<file path="config.mk">
export PLATFORM = sky130hd
export DESIGN_NAME = pt_walker
export DESIGN_NICKNAME = d
export VERILOG_FILES = /design/src/rtl/ptw_pkg.sv /design/src/rtl/ptw_desc_decode.sv /design/src/rtl/ptw_addr_gen.sv /design/src/rtl/ptw_ctrl.sv /design/src/rtl/pt_walker.sv
export SDC_FILE = /design/constraint.sdc
export NUM_CORES = 1
export LEC_CHECK = 0
export ABC_CLOCK_PERIOD_IN_PS = 2000
export CAP_MARGIN = 20
export CORE_MARGIN = 5
export CORE_UTILIZATION = 30
export CTS_BUF_LIST = sky130_fd_sc_hd__clkbuf_8
export DETAILED_ROUTE_END_ITERATION = 16
export GPL_ROUTABILITY_DRIVEN = 0
export PLACE_DENSITY = 0.66
export SETUP_SLACK_MARGIN = 0.1
export SYNTH_ARGS = -nofsm -noshare
export SYNTH_HDL_FRONTEND = slang
export SYNTH_SLANG_ARGS = --single-unit
</file>
<file path="constraint.sdc">
create_clock -name clk_i -period 2 [get_ports clk_i]
set_input_delay 0.5 -clock clk_i [delete_from_list [all_inputs] [get_ports clk_i]]
set_output_delay 0.5 -clock clk_i [all_outputs]
set_load 0.005 [all_outputs]
</file>
<file path="src/rtl/ptw_pkg.sv">
package ptw_pkg;
  localparam int AW           = 32;
  localparam int L1_IDX_W     = 12;
  localparam int SEC_OFF_W    = AW - L1_IDX_W;          // 20
  localparam int PG_OFF_W     = 12;
  localparam int L2_IDX_W     = SEC_OFF_W - PG_OFF_W;   // 8
  localparam int TTB_ALIGN    = L1_IDX_W + 2;           // 14
  localparam int TTB_W        = AW - TTB_ALIGN;
  localparam int L2_BASE_LSB  = L2_IDX_W + 2;           // 10
  localparam int L2_BASE_W    = AW - L2_BASE_LSB;

  localparam logic [1:0] L1_CODE_SECTION = 2'b10;
  localparam logic [1:0] L1_CODE_COARSE  = 2'b01;
  localparam logic [1:0] L2_CODE_SMALL   = 2'b10;

  typedef enum logic [2:0] {
    ST_IDLE, ST_L1_RD, ST_L1_DEC, ST_L2_RD, ST_L2_DEC, ST_DONE, ST_FAULT
  } walk_state_e;

  typedef enum logic [1:0] {
    K_FAULT, K_SECTION, K_COARSE, K_SMALL
  } desc_kind_e;
endpackage

</file>
<file path="src/rtl/ptw_desc_decode.sv">
module ptw_desc_decode
  import ptw_pkg::*;
(
  input  logic [1:0] code_i,
  input  logic       lvl2_i,
  output desc_kind_e kind_o
);
  always_comb begin
    kind_o = K_FAULT;
    if (lvl2_i) begin
      if (code_i == L2_CODE_SMALL) kind_o = K_SMALL;
    end else begin
      unique case (code_i)
        L1_CODE_SECTION: kind_o = K_SECTION;
        L1_CODE_COARSE:  kind_o = K_COARSE;
        default:         kind_o = K_FAULT;   // invalid or unsupported fine table
      endcase
    end
  end
endmodule

</file>
<file path="src/rtl/ptw_addr_gen.sv">
module ptw_addr_gen
  import ptw_pkg::*;
(
  input  logic [TTB_W-1:0]     ttb_hi_i,
  input  logic [AW-1:0]        va_i,
  input  logic [L2_BASE_W-1:0] desc_hi_i,
  input  logic                 lvl2_i,
  output logic [AW-1:0]        rd_addr_o,
  output logic [AW-1:0]        sec_pa_o,
  output logic [AW-1:0]        page_pa_o
);
  logic [AW-1:0] l1_addr, l2_addr;

  assign l1_addr   = {ttb_hi_i, va_i[AW-1 -: L1_IDX_W], 2'b00};
  assign l2_addr   = {desc_hi_i, va_i[SEC_OFF_W-1:PG_OFF_W], 2'b00};
  assign rd_addr_o = lvl2_i ? l2_addr : l1_addr;

  assign sec_pa_o  = {desc_hi_i[L2_BASE_W-1 -: L1_IDX_W], va_i[SEC_OFF_W-1:0]};
  assign page_pa_o = {desc_hi_i[L2_BASE_W-1 -: (AW-PG_OFF_W)], va_i[PG_OFF_W-1:0]};
endmodule

</file>
<file path="src/rtl/ptw_ctrl.sv">
module ptw_ctrl
  import ptw_pkg::*;
(
  input  logic             clk_i,
  input  logic             rst_ni,
  input  logic             req_valid_i,
  output logic             req_ready_o,
  input  logic [AW-1:0]    req_va_i,
  input  logic             req_is_instr_i,
  input  logic [TTB_W-1:0] ttb_hi_i,
  output logic             mem_req_o,
  input  logic [AW-1:0]    mem_addr_i,
  input  logic             mem_rvalid_i,
  input  logic [AW-1:0]    mem_rdata_i,
  input  desc_kind_e       kind_i,
  input  logic [AW-1:0]    sec_pa_i,
  input  logic [AW-1:0]    page_pa_i,
  output logic [AW-1:0]    va_o,
  output logic [AW-1:0]    desc_o,
  output logic [TTB_W-1:0] ttb_o,
  output logic             lvl2_rd_o,
  output logic             lvl2_dec_o,
  output logic             rsp_valid_o,
  output logic             rsp_fault_o,
  output logic             rsp_is_section_o,
  output logic             rsp_iabort_o,
  output logic             rsp_dabort_o,
  output logic [AW-1:0]    rsp_pa_o
);
  walk_state_e      state_q, state_d;
  logic [AW-1:0]    va_q, desc_q, pa_q;
  logic [TTB_W-1:0] ttb_q;
  logic             instr_q, sect_q;

  always_comb begin
    state_d = state_q;
    unique case (state_q)
      ST_IDLE:   if (req_valid_i) state_d = ST_L1_RD;
      ST_L1_RD:  if (mem_rvalid_i) state_d = ST_L1_DEC;
      ST_L1_DEC: begin
        unique case (kind_i)
          K_SECTION: state_d = ST_DONE;
          K_COARSE:  state_d = ST_L2_RD;
          default:   state_d = ST_FAULT;
        endcase
      end
      ST_L2_RD:  if (mem_rvalid_i) state_d = ST_L2_DEC;
      ST_L2_DEC: state_d = (kind_i == K_SMALL) ? ST_DONE : ST_FAULT;
      default:   state_d = ST_IDLE;
    endcase
  end

  always_ff @(posedge clk_i or negedge rst_ni) begin
    if (!rst_ni) begin
      state_q <= ST_IDLE;
      va_q    <= '0;
      desc_q  <= '0;
      pa_q    <= '0;
      ttb_q   <= '0;
      instr_q <= 1'b0;
      sect_q  <= 1'b0;
    end else begin
      state_q <= state_d;
      if (state_q == ST_IDLE && req_valid_i) begin
        va_q    <= req_va_i;
        instr_q <= req_is_instr_i;
        ttb_q   <= ttb_hi_i;
      end
      if ((state_q == ST_L1_RD || state_q == ST_L2_RD) && mem_rvalid_i)
        desc_q <= mem_rdata_i;
      if (state_q == ST_L1_DEC && kind_i == K_SECTION) begin
        pa_q   <= sec_pa_i;
        sect_q <= 1'b1;
      end
      if (state_q == ST_L2_DEC && kind_i == K_SMALL) begin
        pa_q   <= page_pa_i;
        sect_q <= 1'b0;
      end
    end
  end

  assign req_ready_o      = (state_q == ST_IDLE);
  assign mem_req_o        = (state_q == ST_L1_RD) || (state_q == ST_L2_RD);
  assign lvl2_rd_o        = (state_q == ST_L2_RD);
  assign lvl2_dec_o       = (state_q == ST_L2_DEC);
  assign va_o             = va_q;
  assign desc_o           = desc_q;
  assign ttb_o            = ttb_q;
  assign rsp_valid_o      = (state_q == ST_DONE) || (state_q == ST_FAULT);
  assign rsp_fault_o      = (state_q == ST_FAULT);
  assign rsp_is_section_o = sect_q;
  assign rsp_pa_o         = pa_q;
  assign rsp_iabort_o     = rsp_fault_o && instr_q;
  assign rsp_dabort_o     = rsp_fault_o && !instr_q;

  a_r9_read_held: assert property (@(posedge clk_i) disable iff (!rst_ni)
    (mem_req_o && !mem_rvalid_i) |=> (mem_req_o && $stable(mem_addr_i)));

  a_r10_busy_not_ready: assert property (@(posedge clk_i) disable iff (!rst_ni)
    (mem_req_o || rsp_valid_o) |-> !req_ready_o);

  a_r11_single_pulse: assert property (@(posedge clk_i) disable iff (!rst_ni)
    rsp_valid_o |=> !rsp_valid_o);

  a_r8_abort_kind: assert property (@(posedge clk_i) disable iff (!rst_ni)
    rsp_valid_o |-> ($countones({rsp_iabort_o, rsp_dabort_o}) == (rsp_fault_o ? 1 : 0)));

  a_r9_va_stable: assert property (@(posedge clk_i) disable iff (!rst_ni)
    (!req_ready_o && !rsp_valid_o) |=> $stable(va_o));
endmodule

</file>
<file path="src/rtl/pt_walker.sv">
module pt_walker
  import ptw_pkg::*;
(
  input  logic          clk_i,
  input  logic          rst_ni,
  input  logic [31:0]   ttb_i,
  input  logic          req_valid_i,
  output logic          req_ready_o,
  input  logic [31:0]   req_va_i,
  input  logic          req_is_instr_i,
  output logic          mem_req_o,
  output logic [31:0]   mem_addr_o,
  input  logic          mem_rvalid_i,
  input  logic [31:0]   mem_rdata_i,
  output logic          rsp_valid_o,
  output logic [31:0]   rsp_pa_o,
  output logic          rsp_is_section_o,
  output logic [31:0]   rsp_desc_o,
  output logic          rsp_fault_o,
  output logic          rsp_iabort_o,
  output logic          rsp_dabort_o
);
  logic [AW-1:0]    va_w, desc_w, sec_pa_w, page_pa_w;
  logic [TTB_W-1:0] ttb_w;
  logic             lvl2_rd_w, lvl2_dec_w;
  desc_kind_e       kind_w;
  logic             unused_ttb_lo;

  assign unused_ttb_lo = ^ttb_i[TTB_ALIGN-1:0];

  ptw_ctrl u_ctrl (
    .clk_i            (clk_i),
    .rst_ni           (rst_ni),
    .req_valid_i      (req_valid_i),
    .req_ready_o      (req_ready_o),
    .req_va_i         (req_va_i),
    .req_is_instr_i   (req_is_instr_i),
    .ttb_hi_i         (ttb_i[AW-1:TTB_ALIGN]),
    .mem_req_o        (mem_req_o),
    .mem_addr_i       (mem_addr_o),
    .mem_rvalid_i     (mem_rvalid_i),
    .mem_rdata_i      (mem_rdata_i),
    .kind_i           (kind_w),
    .sec_pa_i         (sec_pa_w),
    .page_pa_i        (page_pa_w),
    .va_o             (va_w),
    .desc_o           (desc_w),
    .ttb_o            (ttb_w),
    .lvl2_rd_o        (lvl2_rd_w),
    .lvl2_dec_o       (lvl2_dec_w),
    .rsp_valid_o      (rsp_valid_o),
    .rsp_fault_o      (rsp_fault_o),
    .rsp_is_section_o (rsp_is_section_o),
    .rsp_iabort_o     (rsp_iabort_o),
    .rsp_dabort_o     (rsp_dabort_o),
    .rsp_pa_o         (rsp_pa_o)
  );

  ptw_desc_decode u_dec (
    .code_i (desc_w[1:0]),
    .lvl2_i (lvl2_dec_w),
    .kind_o (kind_w)
  );

  ptw_addr_gen u_agen (
    .ttb_hi_i  (ttb_w),
    .va_i      (va_w),
    .desc_hi_i (desc_w[AW-1:L2_BASE_LSB]),
    .lvl2_i    (lvl2_rd_w),
    .rd_addr_o (mem_addr_o),
    .sec_pa_o  (sec_pa_w),
    .page_pa_o (page_pa_w)
  );

  assign rsp_desc_o = desc_w;
endmodule

</file>
==> impl_metrics.ini, run 1 <==
[sta]
setup-violations-final = 78
slew_viol_final = 0
hold_viol = 0
period_needed_ns = 2.21
whs_ns = 0.503
worst_slack_ns = -0.213
finClkSkew_ns = 0.00863
rsz0062_at_grt = yes
finalCritPeriodShare_pct = 111
fmax_mhz = 452

[run_status]
violations = negative setup slack
status = finished with violations

[floorplan]
die_y_um = 143
initial_core_util_pct = 30.5
rows = 48
die-area_sq_mm = 0.0203
fp.coreArea_sq_mm = 0.0173
io_pins = 204
die_width_um = 143

[clock_network]
clockBufferDepth = 2
tritoncts = done
cts.clk_slew.worst_paths_ns = 0.07
cts_buffers = 17
htreeDepth = 4
numClockSinks = 119
clock-root-buffer = clkbuf_8
clk_latency_ns = 0.43

[logic_synthesis]
synth-compound-area-share_pct = 2.82
synth-xor-area-share_pct = 0.166
synth-main-ff-cell = dfrtp_1
synth.top_cell.area_share_pct = 56.4
yosys_warnings = 0
yosys.area.top_type = dfrtp_1
synth_cells = 350
synthAdderAreaFrac_pct = 0.237
yosys-top-cells-area = dfrtp_1, mux2_2, mux2_4
avgSynthCellArea_sq_um = 15.1
synthMuxAreaShare_pct = 30.7
synth_area_sq_mm = 0.00528
synth_top_family_by_area = multiplexers
synthDistinctLibCells = 31
seq_area_frac_synth_pct = 56.4
async_flop_share_pct = 100
synth-edff-count = 0
synth-seq-cells = 119
yosys.area_share.simple_pct = 3.72

[power_and_ir_drop]
p_leak_nw = 4.22
p_per_area_mw_per_mm2 = 1650
peakVddDrop_uv = 869
power_frac_clock_pct = 16.3
combPwrFrac_pct = 52.7
swShare_pct = 29.0
seq_power_share_pct = 30.9
p_int_w = 0.0102
switchingPower_w = 0.00417

[global_routing]
grt_usage_pct = 14.4
grt_pass1_wl_um = 22500
antenna_found_initial = 0
grt_pass1_vias = 4067
grt_max_degree = 52
gr-total-overflow = 0

[routing]
first_iter_violations = 83
drc = 0
wl_per_cell_um = 19.4
ant_nets = 0
via_count = 3729
dr.pass1.iters = 4
wl_um = 15800
via_per_inst = 4.59

[finish]
area_delta_synth_final_pct = 65.2
diodes = 0
drive_above_1_share_pct = 47.4
postLayoutCellArea_sq_mm = 0.00872
final_nets = 679

[setup_path]
cp.required_ns = 1.50
worstSetupStartpointType = flop
path_class = reg -> out
cp_max_fo = 7
worstPathArrival_ns = 1.71
cp-end-kind = output pin

[flow_run]
cap_violations = 0

[worst_hold_path]
worstHoldPathType = reg -> reg

[placed_design]
numPortBuffers = 187
dp_hpwl_um = 9900
dpl_cell_area_sq_mm = 0.00742
==> cell families (layout without fill, tap and decap cells) <==
kind of cell	count (synthesis)	in the layout
multiplexers	137	137
flip-flops	119	119
AO/OA/AOI/OAI	18	18
AND/OR/NAND/NOR	30	30
adder cells (fa/ha/maj)	1	1
other	1	2
buffers and inverters	43	280
XOR/XNOR	1	1
==> worst max-delay path, cell delays in order (launching register included) <==
cell and delay [ns]:
dfrtp_1 0.41, nor2b_4 0.15, nand2_4 0.11, buf_12 0.17, mux2_4 0.31, buf_6 0.12
==> cells in the mapped netlist (all sizes together), types with 2 or more instances <==
cell type  number
nand2           5
and2            3
buf            41
and3            8
nor3b           3
a21oi           2
a221o           8
nand2b          2
o21ai           4
mux2          137
nor2b           5
dfrtp         119
==> flip-flops by register name, summed over array words and instances (netlist names) <==
signal and flops:
u_ctrl.ttb_o 18, u_ctrl.rsp_is_section_o 1, u_ctrl.instr_q 1, u_ctrl.desc_o 32
u_ctrl.rsp_pa_o 32, u_ctrl.state_q 3, u_ctrl.va_o 32
==> metal layers <==
layer | routed length (um) | track usage (%) | vias up
met3 | 1280 | 6.23 | 16
met5 | 0 | 0 | -
li1 | - | - | 1678
met2 | 7830 | 22.7 | 134
met4 | 185 | 4.50 | 0
met1 | 6480 | 17.8 | 1901
==> timing repair <==
item	4_1_cts	5_1_grt
hold buffers	1	0
gates cloned	3	8
endpoints found under the setup margin	52	115
buffers inserted	21	13
endpoints found under the hold margin	29	0
gates resized for setup	187	118
pin swaps	4	4
==> power by group through the flow <==
stage          Clock (W)  Combinational, W  Sequential, W
2_1_floorplan          0           0.00312        0.00428
3_3_place_gp           0           0.00595        0.00439
3_5_place_dp           0           0.00604        0.00447
4_1_cts          0.00243           0.00642        0.00440
5_1_grt          0.00255           0.00807        0.00461
6_report         0.00234           0.00758        0.00444
==> layout make-up <==
type	count	area [sq um]
Clock inverter	11	156
Inverter	1	3.75
Fill cell	1501	8580
Sequential cell	119	2980
Timing Repair Buffer	249	2700
Clock buffer	19	262
Multi-Input combinational cell	189	2340
Tap cell	225	282
==> metrics by stage <==
step / setup TNS (ns) / total power, W / setup slack, ns / utilization [%] / instances
global placement: -3.32 / 0.0103 / -0.134 / 42.9 / 742
finish: -7.94 / 0.0144 / -0.213 / 50.4 / 813
CTS: -9.43 / 0.0133 / -0.339 / 46.6 / 796
global route: -14.05 / 0.0152 / -0.308 / 50.4 / 813
detailed placement: -3.48 / 0.0105 / -0.142 / 42.9 / 742
floorplan: 0 / 0.00740 / 0.0834 / - / 351
==> final timing paths <==
check	start	endpoint	slack [ns]	depth (start not counted)
max	u_ctrl.state_q[2]	mem_addr_o[12]	-0.21	5
min	u_ctrl.desc_o[7]	u_ctrl.desc_o[7]	0.50	1
max reg2reg	u_ctrl.state_q[2]	u_ctrl.state_q[0]	-0.16	11
min reg2reg	u_ctrl.desc_o[7]	u_ctrl.desc_o[7]	0.50	1
max in group asynchronous	rst_ni	u_ctrl.desc_o[15]	0.83	3
min in group asynchronous	rst_ni	u_ctrl.desc_o[2]	0.55	2
==> layout by cell type (no fill, tap or decap), drive strengths merged, types with 4 or more instances in the layout <==
cell type,instances
a221o,8
and3,8
buf,91
bufinv,4
clkbuf,26
clkdlybuf4s50,126
clkinv,5
dfrtp,119
dlygate4sd2,9
dlymetal6s2s,15
mux2,137
nand2,5
nor2b,5
o21ai,4
Note: power is estimated with default switching activity, not from simulation.
==> inputs of run 2 (changes only) <==
--- a/config.mk
+++ b/config.mk
@@ -7,7 +7,7 @@
 export LEC_CHECK = 0
 export ABC_CLOCK_PERIOD_IN_PS = 2000
 export CAP_MARGIN = 20
-export CORE_MARGIN = 5
+export CORE_MARGIN = 2
 export CORE_UTILIZATION = 30
 export CTS_BUF_LIST = sky130_fd_sc_hd__clkbuf_8
 export DETAILED_ROUTE_END_ITERATION = 16
==> impl_metrics.ini, run 2 (synthesis gave the netlist of run 1 again) <==
[run_status]
status = finished with violations
violations = negative setup slack

[power_and_ir_drop]
seq_power_share_pct = 33.2
p_leak_nw = 3.88
combPwrFrac_pct = 50.2
p_int_w = 0.00936
p_per_area_mw_per_mm2 = 1600
switchingPower_w = 0.00389
peakVddDrop_uv = 642
swShare_pct = 29.3
power_frac_clock_pct = 16.6

[placed_design]
numPortBuffers = 187
dp_hpwl_um = 9530
dpl_cell_area_sq_mm = 0.00742
place_ws_ns = -0.161

[routing]
ant_nets = 0
via_count = 3630
via_per_inst = 4.48
wl_um = 14200
wl_per_cell_um = 17.5
drc = 0
first_iter_violations = 60
dr.pass1.iters = 5

[clock_network]
cts_hold_buf = 0
cts_buffers = 17
cts.clk_slew.worst_paths_ns = 0.07
clk_latency_ns = 0.43
numClockSinks = 119
tritoncts = done
htreeDepth = 4
clock-root-buffer = clkbuf_8
clockBufferDepth = 2

[setup_path]
r2r_start = u_ctrl.state_q[1]
cp_max_fo = 4
cp-endpoint = mem_addr_o[21]
r2r_end = u_ctrl.state_q[0]
cp-end-kind = output pin
worstPathArrival_ns = 1.88
worstSetupStartpointType = flop
startpoint = u_ctrl.state_q[0]
cp.required_ns = 1.50
reg2reg_depth = 9
path_class = reg -> out
r2r_slack_ns = -0.01

[sta]
whs_ns = 0.0222
hold_viol = 0
rsz0062_at_grt = yes
slew_viol_final = 0
finalCritPeriodShare_pct = 119
worst_slack_ns = -0.385
setup-violations-final = 34
period_needed_ns = 2.38
finClkSkew_ns = 0.00854
fmax_mhz = 419

[global_routing]
grt_max_degree = 50
antenna_found_initial = 0
grt_pass1_wl_um = 22100
grt_usage_pct = 15.8
grt_pass1_vias = 4045
gr-total-overflow = 0

[finish]
area_delta_synth_final_pct = 56.9
layout_common_cells = clkdlybuf4s50_1, dfrtp_1, mux2_2, buf_4, mux2_4
mostFrequentLayoutCell = clkdlybuf4s50_1
postLayoutCellArea_sq_mm = 0.00828
drive_above_1_share_pct = 46.5
diodes = 0
final_nets = 675
final_util_pct = 48.0

[flow_run]
cap_violations = 0

[floorplan]
io_pins = 204
initial_core_util_pct = 30.6
die_y_um = 137
die_width_um = 137
rows = 48
fp.coreArea_sq_mm = 0.0172
die-area_sq_mm = 0.0187

[worst_hold_path]
worstHoldPathType = in -> async
==> run 2: timing repair <==
action	4_1_cts	5_1_grt
gates resized for setup	163	45
pin swaps	5	5
gates cloned	4	1
endpoints found under the setup margin	52	62
buffers inserted	27	11
hold endpoints to repair	0	0
==> run 2: metal layers <==
layer	share of wire (%)	global-route usage [%]	up-vias
li1	-	-	1664
met1	42	18.9	1825
met2	49	25.9	126
met3	7.8	6.37	15
met4	1.4	4.80	0
met5	0	0	-
==> run 2: worst min-delay path by stage <==
stage                     slack, ns             from  cells past startpoint             endpoint
after global placement         0.48  u_ctrl.va_o[28]                      1      u_ctrl.va_o[28]
after floorplan                0.20           rst_ni                      0     u_ctrl.desc_o[0]
after global routing           0.02           rst_ni                      1  u_ctrl.rsp_pa_o[26]
after detailed placement       0.49           rst_ni                      1  u_ctrl.rsp_pa_o[31]
after CTS                     0.005           rst_ni                      1  u_ctrl.rsp_pa_o[26]
final                          0.02           rst_ni                      1  u_ctrl.rsp_pa_o[31]
==> run 2: worst max-delay path: stages (launching register included) <==
cell	delay (ns)
dfrtp_1	0.38
nor2b_4	0.19
nand2_4	0.09
buf_12	0.14
buf_12	0.13
buf_6	0.11
mux2_4	0.29
buf_6	0.12
==> run 2: final cells by class <==
cell class / count / area (sq um)
fill: 1517 / 8960
sequential: 119 / 2980
tap: 225 / 282
multi-input combinational: 189 / 2100
inverter: 1 / 3.75
clock inverter: 12 / 136
timing repair buffer: 245 / 2510
clock buffer: 19 / 262
==> run 2: through the flow <==
stage | TNS (ns) | std cells | total power (W)
4_1_cts | -12.08 | 801 | 0.0131
5_1_grt | -12.43 | 810 | 0.0141
6_report | -9.40 | 810 | 0.0133
2_1_floorplan | 0 | 351 | 0.00740
3_3_place_gp | -3.12 | 741 | 0.0103
3_5_place_dp | -3.60 | 741 | 0.0105
==> run 2: power by group through the flow <==
stage	Sequential, W	Combinational [W]	Clock (W)
2_1_floorplan	0.00428	0.00312	0
3_3_place_gp	0.00443	0.00585	0
3_5_place_dp	0.00452	0.00594	0
4_1_cts	0.00441	0.00637	0.00230
5_1_grt	0.00458	0.00716	0.00240
6_report	0.00440	0.00666	0.00220
